**config.mk**
```make
export PLATFORM = sky130hd
export DESIGN_NAME = wr_status_poll
export DESIGN_NICKNAME = d
export VERILOG_FILES = /design/src/rtl/wr_status_poll.sv
export SDC_FILE = /design/constraint.sdc
export NUM_CORES = 1
export LEC_CHECK = 0
export BUFFER_PORTS_ARGS = -buffer_cell sky130_fd_sc_hd__buf_2
export CORE_AREA = 2 2 39 41
export DETAILED_ROUTE_END_ITERATION = 10
export DIE_AREA = 0 0 41 43
export PLACE_DENSITY = 0.57
export SYNTH_ARGS = -nofsm -noshare
export SYNTH_HDL_FRONTEND = slang
export SYNTH_SLANG_ARGS = --single-unit
export TNS_END_PERCENT = 1
```
**constraint.sdc**
```tcl
create_clock -name clk -period 2.1 [get_ports clk]
set_input_delay 0.42 -clock clk [delete_from_list [all_inputs] [get_ports clk]]
set_output_delay 0.42 -clock clk [all_outputs]
set_load 0.02 [all_outputs]
```
**src/rtl/wr_status_poll.sv**
```systemverilog
module wr_status_poll #(
  parameter int W = 8
) (
  input  logic         clk,
  input  logic         rst_n,
  input  logic         busy_i,
  input  logic         rd_active_i,
  input  logic         wr_load_i,
  input  logic [W-1:0] wr_data_i,
  input  logic [W-1:0] array_data_i,
  output logic [W-1:0] bus_data_o
);

  localparam int POLL_BIT = W - 1;
  localparam int TGL_BIT  = W - 2;
  localparam int RSV_W    = W - 2;

  logic [W-1:0] last_wr_q;
  logic         rd_q;
  logic         tgl_q;
  logic         rd_edge;

  assign rd_edge = rd_active_i & ~rd_q;

  always_ff @(posedge clk or negedge rst_n) begin
    if (!rst_n) begin
      last_wr_q <= '0;
      rd_q      <= 1'b0;
      tgl_q     <= 1'b0;
    end else begin
      rd_q <= rd_active_i;
      if (wr_load_i) last_wr_q <= wr_data_i;
      if (!busy_i)      tgl_q <= 1'b0;
      else if (rd_edge) tgl_q <= ~tgl_q;
    end
  end

  assign bus_data_o = busy_i ? {~last_wr_q[POLL_BIT], tgl_q, {RSV_W{1'b0}}}
                             : array_data_i;

  AST_IDLE_PASS: assert property (@(posedge clk) disable iff (!rst_n)
    !busy_i |-> bus_data_o == array_data_i);

  AST_POLL_INV: assert property (@(posedge clk) disable iff (!rst_n)
    wr_load_i |=> (!busy_i || wr_load_i || bus_data_o[POLL_BIT] != $past(wr_data_i[POLL_BIT])));

  AST_TGL_FLIP: assert property (@(posedge clk) disable iff (!rst_n)
    (busy_i && rd_active_i && !rd_q) |=> (!busy_i || bus_data_o[TGL_BIT] != $past(bus_data_o[TGL_BIT])));

  AST_TGL_HOLD: assert property (@(posedge clk) disable iff (!rst_n)
    (busy_i && !(rd_active_i && !rd_q)) |=> (!busy_i || $stable(bus_data_o[TGL_BIT])));

  AST_TGL_START: assert property (@(posedge clk) disable iff (!rst_n)
    $rose(busy_i) |-> bus_data_o[TGL_BIT] == 1'b0);

  AST_RSV_ZERO: assert property (@(posedge clk) disable iff (!rst_n)
    busy_i |-> bus_data_o[RSV_W-1:0] == '0);

  AST_DONE_TRUE: assert property (@(posedge clk) disable iff (!rst_n)
    $fell(busy_i) |-> bus_data_o == array_data_i);

endmodule

```
Word level (Yosys, flattened, before mapping)
Index checks and enable logic that the tools add are counted.
{"block": "totals", "ff_bits": 10, "wordCells": 11, "out_inout_bits": 8, "in_bits": 21}
{"block": "op_classes", "eq_ne": 1, "muxes": 3, "n_bitwise": 4}
{"op": "$mux 8", "n": 1}
{"op": "$not 1->1", "n": 3}
{"op": "$mux 1", "n": 2}
{"op": "$ne 2x1->1 const B", "n": 1}
{"op": "$and 1x1->1", "n": 1}

Longest topological paths before layout
{"block": "logic_depth", "depth_word": 4, "depth_mapped": 3, "depth_no_buf": 2}

Worst setup path after synthesis
OpenSTA, ideal clock, no wires.
{"block": "synth_path", "path_type": "input -> output", "start": "input port busy_i", "end": "output port bus_data_o[6]", "setup_slack_ps": 649, "arrival_time_ps": 1031, "n_path_buf": 1, "required_ps": 1680, "path_stages": 2, "path_cell_list": "buf_6 -> o21ai_0"}
{"block": "synth_between", "elab_chain_len": 1}
{"element": "start: declaration", "line": "6", "source": "input logic busy_i,"}
{"element": "$mux 8", "line": "38", "source": "assign bus_data_o = busy_i ? {~last_wr_q[POLL_BIT], tgl_q, {RSV_W{1'b0}}}"}
{"element": "end: declaration", "line": "11", "source": "output logic [W-1:0] bus_data_o"}
Every way passes these cells.

Final worst setup path
{"block": "layout_path", "start": "input port busy_i", "end": "output port bus_data_o[7]"}
The elaborated chain is that of the path after synthesis.

==> implementation parameters <==
Parameter                              Value

Run status
  Result of the run ... finished clean

Final layout
  Fraction of final layout cells sized beyond drive strength 1 ... 56.8%
  Fillers ... 159
  Area growth syn-to-layout ... 80.5%
  Total Nets Final ... 66
  N_diodes ... 0

Critical path
  Max stage delay on crit path ... 0.19 ns
  Reg2Reg Launch Point ... last_wr_q[7]
  Timing startpoint of the critical path ... busy_i
  R2R depth ... 1
  Crit path launch type ... input pin
  Most frequent cell on the critical path ... sky130_fd_sc_hd__buf_2
  Critical Path Stages ... 3
  Crit path max-delay cell type ... sky130_fd_sc_hd__mux2i_1
  Worst setup EP type ... output port
  Critical path, cell by cell ... buf_2 -> mux2i_1 -> buf_2
  Required time of the critical path ... 1.68 ns
  Critical-path maximum fanout ... 10
  End of the worst register-to-register path ... last_wr_q[7]
  Crit path DAT ... 0.96 ns
  Worst Setup EP ... bus_data_o[7]
  Family with the most delay on the worst path ... buffers and inverters
  Buffer and inverter count on the worst path ... 2
  Category of the critical setup timing path ... input pin to output port
  Setup slack of the worst register-to-register path ... 1.37 ns

Clock network
  Number of buffers added by the clock tree synthesis step ... 3
  Count of buffers added by post-CTS timing repair for setup ... 0
  Resize count post-CTS ... 0
  Root Buffer ... sky130_fd_sc_hd__clkbuf_4
  Worst-skew pair later-pin latency ... 0.23 ns
  Number of levels the H-tree was split into ... 1
  Clock tree from TritonCTS ... built
  Worst-path clk slew ... 0.04 ns
  # hold bufs at CTS ... 1
  Maximum number of buffers from clock root to sink ... 2
  Clock net sink count ... 3

Floorplanning
  Core Footprint ... 1380 sq um
  Die Footprint ... 1760 sq um
  Placement row count ... 14
  Die extent in y ... 43 um
  Initial Util ... 13.5%
  Die outline width ... 41 um
  IO Count ... 29

Timing
  Worst Clk Skew ... 0.00115 ns
  # setup viols final ... 0
  Tightest slew margin relative to the limit ... 89.1%
  Transition at the pin with the smallest max-transition slack ... 0.163 ns
  Highest clock frequency the design can meet ... 725 MHz
  Pins over their slew limit ... 0
  Summed negative setup slack over all endpoints ... 0 ns
  Unrepaired setup endpoints after global routing ... false
  Final hold violation count ... 0
  Minimum clock period after layout ... 1.38 ns
  Tcrit/Tclk final ... 65.7%
  Final hold slack ... 0.326 ns

Logic synthesis
  Adder and majority cell fraction of the synthesized area ... 0%
  Area of the mapped netlist ... 186 sq um
  Cell types with the largest area share after synthesis ... sky130_fd_sc_hd__dfrtp_1 (40%), sky130_fd_sc_hd__nor2b_1 (17%), sky130_fd_sc_hd__and2b_1 (8.1%)
  Unique masters post-synth ... 11
  Post-synth EDFFs ... 0
  Complex-gate fraction of the synthesized area ... 5.37%
  Library cell occupying the most area in the post-synthesis netlist ... sky130_fd_sc_hd__dfrtp_1
  Area fraction in and, or, nand and nor cells after synthesis ... 32.9%
  Area fraction of the dominant cell type after synthesis ... 40.3%
  Yosys warning total ... 0
  Largest family of logic cells by synthesized area ... simple AND/OR/NAND/NOR gates
  Most used standard cells in the synthesized netlist ... sky130_fd_sc_hd__nor2b_1 (5), sky130_fd_sc_hd__dfrtp_1 (3), sky130_fd_sc_hd__and2b_1 (2), sky130_fd_sc_hd__inv_1 (2)
  Post-synthesis register bit count ... 3
  Sequential-to-total area share from yosys stat ... 40.3%
  Post-Syn Instances ... 19
  Primary flip-flop cell chosen by synthesis mapping ... sky130_fd_sc_hd__dfrtp_1
  Share of cell area taken by muxes after synthesis ... 11.4%
  Post-synth net total ... 40
  Cell with the most instances after synthesis ... sky130_fd_sc_hd__nor2b_1
  Async SR Flop Fraction ... 100%
  Parity-gate share of the synthesized area counting xor and xnor cells ... 0%
  Syn avg cell area ... 9.81 sq um

Global routing
  Via count of the first global-routing pass ... 219
  Maximum number of pins on one net before global-route repair ... 11
  Overall overflow remaining after global route ... 0
  Global-route wire length before repair ... 690 um
  Antenna violations before repair ... 0
  Overall Global Routing Usage ... 6.23%

Flow run
  Maximum capacitance violations ... 0

Place
  Final HPWL from detailed placement ... 406 um
  Final RePlAce weighted congestion ... 0.526
  Buffers added on ports ... 21

Pwr
  Power density relative to cell area ... 636 nW/um^2
  Pleak ... 0.000192 uW
  Tot Pwr ... 214 uW
  Worst vdd ir ... 242 uV

Route
  First-pass detailed-route iteration total ... 1
  Antenna violation net count after detailed routing ... 0
  Total wirelength of the detailed-routed design ... 459 um
  Routed WL per cell ... 7.65 um
  Routed via count divided by cell count ... 3.77
  Count of unresolved DRC violations after routing ... 0
  Starting DRT DRC Count ... 0
  Via count ... 226

Min path
  Worst hold path type ... input pin to register
worst min path at each step:
stage                      startpoint      endpoint  depth (start not counted)
after floorplan                 rst_n  last_wr_q[7]                          0
after global placement          rst_n          rd_q                          1
after detailed placement        rst_n          rd_q                          1
after CTS                 rd_active_i          rd_q                          1
after global routing      rd_active_i          rd_q                          1
final                     rd_active_i          rd_q                          1
power by group:
group	switching, uW	leakage, uW	internal, uW	total [uW]
logic	25.6	0.000141	24.5	50.1
clock network	28.7	0.0000150	71.1	99.8
registers	1.71	0.0000366	62.4	64.1
through the flow:
| stage | util (%) | area [sq um] | cells | setup slack (ns) |
|---|---|---|---|---|
| detailed placement | 21.7 | 300 | 55 | 0.709 |
| CTS | 24.3 | 337 | 60 | 0.709 |
| global route | 24.3 | 337 | 60 | 0.669 |
| floorplan | - | 186 | 19 | 0.649 |
| global placement | 21.7 | 300 | 55 | 0.718 |
| finish | 24.3 | 337 | 60 | 0.721 |
kinds of logic after synthesis:
logic type / count (synthesis)
buffers and inverters: 3
AO/OA/AOI/OAI: 2
AND/OR/NAND/NOR: 9
multiplexers: 2
flip-flops: 3
layout make-up:
class | count | area, sq um | area share, %
clock buffers | 4 | 26.3 | 7.81
inverters | 2 | 7.51 | 2.23
multi-input cells | 13 | 92.6 | 27.5
flip-flops and latches | 3 | 75.1 | 22.3
well taps | 16 | 20.0 | 5.95
repair buffers | 22 | 115 | 34.2
cell usage in the layout, fill, tap and decap left out, drive strengths merged:
cell	n
dfrtp	3
and2b	2
clkbuf	4
nand2	1
inv	2
mux2	1
nor2b	5
buf	21
mux2i	1
dlygate4sd3	1
nand4bb	1
o21ai	2
sequential cells by signal, summed over array words and instances, names as in the netlist:
register	flops
last_wr_q	1
tgl_q	1
rd_q	1
layer usage:
metal | global-route usage [%] | wire length [um] | up-vias
met5 | 0 | 0 | -
met4 | 8.00 | 0 | 0
met3 | 1.57 | 51 | 0
met2 | 10.6 | 256 | 10
met1 | 4.19 | 150 | 106
li1 | - | - | 110
Note: power is estimated with default switching activity, not from simulation.
